`config.mk`:
```
export PLATFORM = sky130hd
export DESIGN_NAME = sfq_batch_fifo
export DESIGN_NICKNAME = d
export VERILOG_FILES = /design/src/rtl/sfq_pkg.sv /design/src/rtl/sfq_arm.sv /design/src/rtl/sfq_store.sv /design/src/rtl/sfq_flags.sv /design/src/rtl/sfq_batch_fifo.sv
export SDC_FILE = /design/constraint.sdc
export NUM_CORES = 1
export LEC_CHECK = 0
export BUFFER_PORTS_ARGS = -buffer_cell sky130_fd_sc_hd__buf_4
export CAP_MARGIN = 20
export CORE_MARGIN = 2
export CORE_UTILIZATION = 55
export DETAILED_ROUTE_END_ITERATION = 10
export PLACE_DENSITY = 0.72
export SLEW_MARGIN = 20
export SYNTH_ARGS = -nofsm -noshare
export SYNTH_HDL_FRONTEND = slang
export SYNTH_SLANG_ARGS = --single-unit
export TNS_END_PERCENT = 10
```
`constraint.sdc`:
```
create_clock -name clk -period 11.1 [get_ports clk]
set_input_delay 1.11 -clock clk [delete_from_list [all_inputs] [get_ports clk]]
set_output_delay 1.11 -clock clk [all_outputs]
set_load 0.1 [all_outputs]
```
`src/rtl/sfq_pkg.sv`:
```
// Package: shared widths and the word-narrowing helper for the sample FIFO.
// Assumes signed two's-complement filter results.
package sfq_pkg;

    localparam int unsigned SFQ_WORD_W = 32;
    localparam int unsigned SFQ_HALF_W = 16;

    typedef enum logic {
        SFQ_KEEP_FULL = 1'b0,
        SFQ_KEEP_HALF = 1'b1
    } sfq_width_e;

    // Sign-extend the low half of a word to the full width.
    function automatic logic [SFQ_WORD_W-1:0] sfq_narrow(input logic [SFQ_WORD_W-1:0] w);
        return {{(SFQ_WORD_W-SFQ_HALF_W){w[SFQ_HALF_W-1]}}, w[SFQ_HALF_W-1:0]};
    endfunction

endpackage

```
`src/rtl/sfq_arm.sv`:
```
// Module: wait-for-sync gate. Decides whether a data-ready strobe is kept.
// Assumes: reset and flush both arm it, and a sync pulse disarms it in the
// cycle it arrives, so a strobe in that same cycle is kept.
module sfq_arm (
    input  logic clk,
    input  logic rst_n,
    input  logic wait_en,
    input  logic sync_pulse,
    input  logic flush,
    input  logic strobe,
    output logic accept,
    output logic armed_o
);
    logic armed_q;

    // Armed state: set by reset or flush, cleared by a sync pulse.
    always_ff @(posedge clk) begin
        if (!rst_n)          armed_q <= 1'b1;
        else if (flush)      armed_q <= 1'b1;
        else if (sync_pulse) armed_q <= 1'b0;
    end

    // Drop strobes only while the wait is enabled, armed and no sync is arriving.
    always_comb begin
        accept  = strobe & ~(wait_en & armed_q & ~sync_pulse);
        armed_o = wait_en & armed_q;
    end

    p_rearm_r8: assert property (@(posedge clk) disable iff (!rst_n)
        flush |=> armed_q);
    p_disarm_r7: assert property (@(posedge clk) disable iff (!rst_n)
        (sync_pulse && !flush) |=> !armed_q);
    p_hold_r7: assert property (@(posedge clk) disable iff (!rst_n)
        (!sync_pulse && !flush) |=> $stable(armed_q));

endmodule

```
`src/rtl/sfq_store.sv`:
```
// Module: circular word store with show-ahead read and fill counter.
// Assumes DEPTH is a power of two, so the pointers wrap on their own.
// A flush takes priority over any push or pop in the same cycle.
module sfq_store #(
    parameter int unsigned DEPTH  = 16,
    parameter int unsigned WIDTH  = 32,
    localparam int unsigned AW    = $clog2(DEPTH),
    localparam int unsigned LW    = $clog2(DEPTH + 1)
) (
    input  logic             clk,
    input  logic             rst_n,
    input  logic             push_req,
    input  logic             pop_req,
    input  logic             flush,
    input  logic [WIDTH-1:0] wdata,
    output logic [WIDTH-1:0] rdata,
    output logic [LW-1:0]    count,
    output logic             push_drop,
    output logic             pop_empty
);
    logic [WIDTH-1:0] mem [DEPTH];
    logic [AW-1:0]    rd_ptr;
    logic [AW-1:0]    wr_ptr;
    logic             full;
    logic             empty;
    logic             do_push;
    logic             do_pop;

    // Decode this cycle's push and pop and any error events.
    always_comb begin
        full      = (count == LW'(DEPTH));
        empty     = (count == '0);
        do_pop    = pop_req & ~empty & ~flush;
        do_push   = push_req & ~flush & (~full | do_pop);
        push_drop = push_req & ~flush & full & ~do_pop;
        pop_empty = pop_req & empty & ~flush;
        rdata     = empty ? '0 : mem[rd_ptr];
    end

    // Storage write, with no reset on the array.
    always_ff @(posedge clk) begin
        if (do_push) mem[wr_ptr] <= wdata;
    end

    // Pointer and count update.
    always_ff @(posedge clk) begin
        if (!rst_n || flush) begin
            rd_ptr <= '0;
            wr_ptr <= '0;
            count  <= '0;
        end else begin
            if (do_push) wr_ptr <= wr_ptr + 1'b1;
            if (do_pop)  rd_ptr <= rd_ptr + 1'b1;
            case ({do_push, do_pop})
                2'b10:   count <= count + 1'b1;
                2'b01:   count <= count - 1'b1;
                default: count <= count;
            endcase
        end
    end

    p_level_bound_r2: assert property (@(posedge clk) disable iff (!rst_n)
        count <= LW'(DEPTH));
    p_no_overflow_r3: assert property (@(posedge clk) disable iff (!rst_n)
        (full && push_req && !pop_req && !flush) |=> (count == LW'(DEPTH)));
    p_empty_pop_r4: assert property (@(posedge clk) disable iff (!rst_n)
        (empty && pop_req && !push_req && !flush) |=> (count == '0));
    p_flush_r8: assert property (@(posedge clk) disable iff (!rst_n)
        flush |=> (count == '0));
    p_pushpop_r10: assert property (@(posedge clk) disable iff (!rst_n)
        (push_req && pop_req && !empty && !flush) |=> $stable(count));

endmodule

```
`src/rtl/sfq_flags.sv`:
```
// Module: sticky error flags and the batch interrupt compare.
// Assumes the threshold input may hold any value; it is limited to 1..DEPTH here.
// A new error event wins over a clear in the same cycle.
module sfq_flags #(
    parameter int unsigned DEPTH = 16,
    localparam int unsigned LW   = $clog2(DEPTH + 1)
) (
    input  logic          clk,
    input  logic          rst_n,
    input  logic          ovf_evt,
    input  logic          udf_evt,
    input  logic          clr,
    input  logic [LW-1:0] fill,
    input  logic [LW-1:0] thresh,
    output logic          ovf,
    output logic          udf,
    output logic          irq
);
    logic [LW-1:0] thr_eff;

    // Limit the threshold to 1..DEPTH and compare it with the fill level.
    always_comb begin
        if (thresh == '0)                thr_eff = LW'(1);
        else if (thresh > LW'(DEPTH))    thr_eff = LW'(DEPTH);
        else                             thr_eff = thresh;
        irq = (fill >= thr_eff);
    end

    // Sticky flags: set by an event, cleared by clr when no event is present.
    always_ff @(posedge clk) begin
        if (!rst_n) begin
            ovf <= 1'b0;
            udf <= 1'b0;
        end else begin
            ovf <= ovf_evt | (ovf & ~clr);
            udf <= udf_evt | (udf & ~clr);
        end
    end

    p_ovf_sticky_r3: assert property (@(posedge clk) disable iff (!rst_n)
        (ovf && !clr) |=> ovf);
    p_ovf_clear_r3: assert property (@(posedge clk) disable iff (!rst_n)
        (clr && !ovf_evt) |=> !ovf);
    p_udf_sticky_r4: assert property (@(posedge clk) disable iff (!rst_n)
        (udf && !clr) |=> udf);
    p_irq_empty_r5: assert property (@(posedge clk) disable iff (!rst_n)
        (fill == '0) |-> !irq);
    p_irq_full_r5: assert property (@(posedge clk) disable iff (!rst_n)
        (fill == LW'(DEPTH)) |-> irq);

endmodule

```
`src/rtl/sfq_batch_fifo.sv`:
```
// Module: top of the sync-gated sample FIFO. It narrows incoming words,
// gates strobes through the wait-for-sync logic, stores them, and raises a
// level-sensitive interrupt once a batch has built up.
// Assumes the strobe, pop and control inputs are synchronous to clk.
module sfq_batch_fifo
    import sfq_pkg::*;
#(
    parameter int unsigned DEPTH = 16,
    localparam int unsigned LW   = $clog2(DEPTH + 1)
) (
    input  logic                  clk,
    input  logic                  rst_n,
    input  logic                  wr_strobe,
    input  logic [SFQ_WORD_W-1:0] wr_data,
    input  logic                  half_mode,
    input  logic                  sync_wait_en,
    input  logic                  sync_pulse,
    input  logic                  flush,
    input  logic                  pop,
    input  logic                  flag_clr,
    input  logic [LW-1:0]         batch_thresh,
    output logic [SFQ_WORD_W-1:0] rd_data,
    output logic [LW-1:0]         level,
    output logic                  irq,
    output logic                  ovf_flag,
    output logic                  udf_flag,
    output logic                  sync_armed
);
    logic                  accept;
    logic                  push_drop;
    logic                  pop_empty;
    logic [SFQ_WORD_W-1:0] store_word;
    sfq_width_e            width_sel;

    // Choose between the full word and the sign-extended low half.
    always_comb begin
        width_sel  = sfq_width_e'(half_mode);
        store_word = (width_sel == SFQ_KEEP_HALF) ? sfq_narrow(wr_data) : wr_data;
    end

    sfq_arm u_arm (
        .clk        (clk),
        .rst_n      (rst_n),
        .wait_en    (sync_wait_en),
        .sync_pulse (sync_pulse),
        .flush      (flush),
        .strobe     (wr_strobe),
        .accept     (accept),
        .armed_o    (sync_armed)
    );

    sfq_store #(.DEPTH(DEPTH), .WIDTH(SFQ_WORD_W)) u_store (
        .clk       (clk),
        .rst_n     (rst_n),
        .push_req  (accept),
        .pop_req   (pop),
        .flush     (flush),
        .wdata     (store_word),
        .rdata     (rd_data),
        .count     (level),
        .push_drop (push_drop),
        .pop_empty (pop_empty)
    );

    sfq_flags #(.DEPTH(DEPTH)) u_flags (
        .clk     (clk),
        .rst_n   (rst_n),
        .ovf_evt (push_drop),
        .udf_evt (pop_empty),
        .clr     (flag_clr),
        .fill    (level),
        .thresh  (batch_thresh),
        .ovf     (ovf_flag),
        .udf     (udf_flag),
        .irq     (irq)
    );

    p_ignore_r6: assert property (@(posedge clk) disable iff (!rst_n)
        (sync_armed && !sync_pulse && wr_strobe && !pop && !flush) |=> $stable(level));
    p_nowait_r11: assert property (@(posedge clk) disable iff (!rst_n)
        !sync_wait_en |-> !sync_armed);

endmodule

```
Word level (Yosys, flattened, before mapping)
Memories as Yosys holds them, arrays and structs flattened. A register that Yosys moved wholly into a read port is not among the register bits. Cells that the tools add are included.

Bits in registers: 16. RAM bits: 512. Input bits: 46. Output and inout port bits: 41. Word-level logic and storage cells: 55. Memories kept: 1.

Memories: u_store.mem (depth 16, bits a word 32, rd ports 1, clocked after Yosys merged registers in 1, write ports 1, line sfq_store.sv:21) `logic [WIDTH-1:0] mem [DEPTH];`.

Add/sub/neg operators: 4. Magnitude comparators: 2. Equality and inequality tests: 3. Muxes and demuxes: 9. Bitwise gates (word level): 24. Reductions and logical operators: 6.

Operators by type and width (number): two-way mux 32 bit (2); AND 1 bit (13); logical NOT 5 bit (2); two-way mux 5 bit (2); one-hot mux 5 bit (2 select lines) (1); adder 4 x 1 -> 4 bit (second input constant) (2); two-way mux 4 bit (2); NOT 1 bit (8); adder 5 x 1 -> 5 bit (second input constant) (1); equality test 5 bit (second input constant) (1); greater-or-equal comparator 5 bit (1); > comparator 5 bit (second input constant) (1); subtractor 5 x 1 -> 5 bit (second input constant) (1); OR 1 bit (3); equality test 2 x 1 -> 1 bit (second input constant) (1); equality test 2 bit (second input constant) (1); two-way mux 1 bit (2); nonzero test 2 bit (1); OR reduction 2 bit (1); logical NOT 1 bit (1); logical OR 1 bit (1).

Depth between registers and ports, before layout
Word-level depth: 8. Gate-level depth with buffers: 10. Depth with buffers taken out: 10.

Hierarchy
Synthesis repeated with hierarchy kept, for this count alone.

Cells, all modules: 912. Area total of the unflattened synthesis: 20880.0 um^2.

By module, submodules not included: sfq_store (times used 1, cells each 863, area an instance 20373.3 um^2, sequential area each 15715.1 um^2); sfq_batch_fifo (times used 1, cells each 19, area an instance 254.0 um^2, sequential area each 0.0 um^2); sfq_flags (times used 1, cells each 25, area an instance 195.2 um^2, sequential area each 40.0 um^2); sfq_arm (times used 1, cells each 5, area an instance 57.6 um^2, sequential area each 20.0 um^2).

Worst setup path after synthesis
No wires, ideal clock.

Path kind: input-to-reg. From: in sync_pulse. To: mem u_store.mem[0][0] (enable). Setup time: 0.461 ns. Data arrival time: 4.092 ns. Data required time: 10.639 ns. Path slack: 6.547 ns. Stages on the path: 6. Buffers on the path: 1. Cell sequence: and3b_1 > nor2_1 > and2_0 > buf_2 > nand2_1 > nor3_1.

Cells in the longest elaborated chain, start to end: 8.

RTL lines: start, declared (line sfq_batch_fifo.sv:17) `input logic sync_pulse,`; NOT 1 bit (line sfq_arm.sv:25) `accept = strobe & ~(wait_en & armed_q & ~sync_pulse);`; AND 1 bit (line sfq_arm.sv:25); NOT 1 bit (line sfq_arm.sv:25); AND 1 bit (line sfq_arm.sv:25); AND 1 bit (2 in a row) (line sfq_store.sv:34) `do_push = push_req & ~flush & (~full | do_pop);`; two-way mux 1 bit (line sfq_store.sv:42) `if (do_push) mem[wr_ptr] <= wdata;`; two-way mux 1 bit (not written as such) (line sfq_store.sv:42); end, declared (line sfq_store.sv:21).

No other way between the ends.

==> flow_summary.json <==
{
  "outcome": "finished, final reports clean",
  "synth_area_leaders": "edfxtp_1 74%, mux4_2 14%, mux2i_1 3.1%, dfxtp_1 1.9%, o22ai_1 1.0%",
  "portBuffers": 86,
  "path_delay_family": "buffers and inverters",
  "yosysWarningCount": 0,
  "hp-class": "reg2reg",
  "worstPathRequired_ns": 9.99,
  "fin_nets": 1164,
  "fin_crit_ns": 5.55,
  "yosysTopAreaCell": "edfxtp_1",
  "crit_path_cell_trace": "buf_4 -> buf_4 -> mux4_2 -> mux2i_1 -> o22ai_1 -> buf_4",
  "clockBufferDepth": 3,
  "overflow": 0,
  "clkLatencyLatePin_ns": 0.57,
  "mostFrequentLayoutCells": "512 x edfxtp_1, 128 x mux4_2, 122 x buf_4, 65 x mux2i_1, 51 x clkbuf_16",
  "place.gp.congestion": 0.737,
  "cp.arrival_ns": 4.44,
  "io_pins": 87,
  "avgSynthCellArea_um2": 21.3,
  "fmax_mhz": 180,
  "min_period_over_period_pct": 50.0,
  "cp_common_cell": "buf_4",
  "vias_per_cell": 6.06,
  "cts_made_buffers": 50,
  "peakVddDrop_uv": 104,
  "syn-cell-area_um2": 20700,
  "synth_cell_types": 36,
  "grt_pass1_wl_um": 64400,
  "antennaDiodeCount": 0,
  "start_kind": "flop",
  "gr-usage-all-layers_pct": 22.8,
  "cts_resized": 0,
  "p_per_area_nw_per_um2": 166,
  "worstPathMaxFanout": 50,
  "final_area_um2": 23700,
  "routed_wl_um": 43100,
  "drt-initial-drc-count": 870,
  "grt_max_degree": 70,
  "synth-async-reset-ratio_pct": 0,
  "critPathBufInv": 3,
  "cts_post_setup_buffers_inserted": 0,
  "routedWlPerCell_um": 26.1,
  "cap_violations": 0,
  "crit_path_end_kind": "output port",
  "maxSlewHeadroom_pct": 25.2,
  "syn_to_final_growth_pct": 14.2,
  "finalMaxSlewViolations": 0,
  "synth_seq_cells": 532,
  "die_y_um": 198,
  "hpwl_um": 22800,
  "synthFlopType": "edfxtp_1",
  "hold_buffers": 0,
  "final_common_cell": "edfxtp_1",
  "cts_tree": "done",
  "synth_top_area_share_pct": 74.1,
  "cts_root_buf": "clkbuf_16",
  "clock_sinks": 532,
  "worst_clock_skew_ns": 0.0114,
  "post_dp_cell_area_um2": 22200,
  "synth_edf_count": 512,
  "path_clk_slew_ns": 0.06,
  "total_power_mw": 3.93,
  "die_area_um2": 39300,
  "grt_pass1_vias": 10100,
  "fin_cells": 1653,
  "synth_seq_area_share_pct": 76.0,
  "cts-htree-levels": 2,
  "path_class": "reg2out",
  "tightest_slew_ns": 1.12,
  "start_util_pct": 55.5,
  "rsz0062_at_grt": "no",
  "leakage_nw": 7.41,
  "final_util_pct": 63.4,
  "die_x_um": 198,
  "vias": 10000,
  "syn_nets": 1036,
  "critical_path.max_stage_delay_ns": 0.89,
  "grt_antenna_before_repair": 0,
  "setup_violations": 0,
  "drc_errors": 0,
  "placed_cells": 1562,
  "timing.final.hold_violations": 0,
  "ant_nets": 0,
  "cpMaxStageDelayCell": "buf_4",
  "rows": 71,
  "final_layout_size_suffix_gt1_share_pct": 29.2,
  "syn_inst": 976,
  "firstDrtPassIters": 5,
  "tns_ns": 0,
  "core_um2": 37400
}
==> synthesized netlist by cell type, types with 9 or more instances <==
master and n:
edfxtp_1 512, o21ai_0 22, ha_1 13, buf_2 20, inv_1 26, a21oi_1 13
nand2b_1 9, dfxtp_1 20, mux2i_1 65, mux4_2 128, nor2_1 29, nand2_1 13
o22ai_1 34, buf_4 12
==> metrics by stage <==
stage	hold WS (ns)	setup WS, ns
after floorplan	0.458	6.55
after CTS	0.501	5.35
after global placement	0.478	5.99
final	0.497	5.55
after detailed placement	0.492	5.96
after global routing	0.566	5.10
==> area by class of cell <==
type / count / area, um2
clock buffer: 66 / 1330
inverter: 26 / 97.6
clock inverter: 24 / 160
fill: 2541 / 13700
sequential: 532 / 15800
tap: 511 / 639
multi-input combinational: 371 / 4750
timing repair buffer: 123 / 936
==> kinds of logic after synthesis <==
kind of cell / count (synthesis) / synth area share, %
xor gates and xnor gates: 7 / 0.296
AOI/OAI and AO/OA: 76 / 2.15
muxes: 193 / 17.0
DFF: 532 / 76.0
adders and majority gates: 14 / 0.880
buffers and inverters: 73 / 1.66
and+or+nand+nor: 81 / 1.95
==> where the power goes <==
part           total [mW]  leakage, nW  internal [mW]  switching, mW
Clock                1.57        0.720          0.887          0.685
Sequential           2.22         4.78           2.21        0.00302
Combinational       0.138         1.91         0.0399         0.0985
Total                3.93         7.41           3.14          0.787
==> tightest hold or removal path, stage by stage (launching register included) <==
cell	delay (ns)
dfxtp_1	0.33
inv_1	0.05
o21ai_0	0.07
==> sequential cells by signal (all words and copies together), names as in the netlist, named ones only <==
register,cells
u_store.count,5
u_store.rd_ptr,4
u_store.wr_ptr,4
u_flags.ovf,1
u_arm.armed_q,1
u_store.mem,512
u_flags.udf,1
==> final timing paths <==
| check | from | end | slack, ns | cells after the start |
|---|---|---|---|---|
| max | flop | rd_data[25] | 5.55 | 6 |
| min | u_arm.armed_q | u_arm.armed_q | 0.50 | 2 |
| max reg2reg | u_arm.armed_q | u_store.mem[1][23] | 7.77 | 6 |
| min reg2reg | u_arm.armed_q | u_arm.armed_q | 0.50 | 2 |
==> metal layers <==
| metal | global-route usage [%] | part of all wire [%] | vias up |
|---|---|---|---|
| met5 | 0 | 0 | - |
| li1 | - | - | 4291 |
| met3 | 3.59 | 6.9 | 55 |
| met1 | 33.3 | 42 | 5254 |
| met2 | 36.8 | 49 | 409 |
| met4 | 5.46 | 2.0 | 0 |
(Power assumes the default switching activity.)
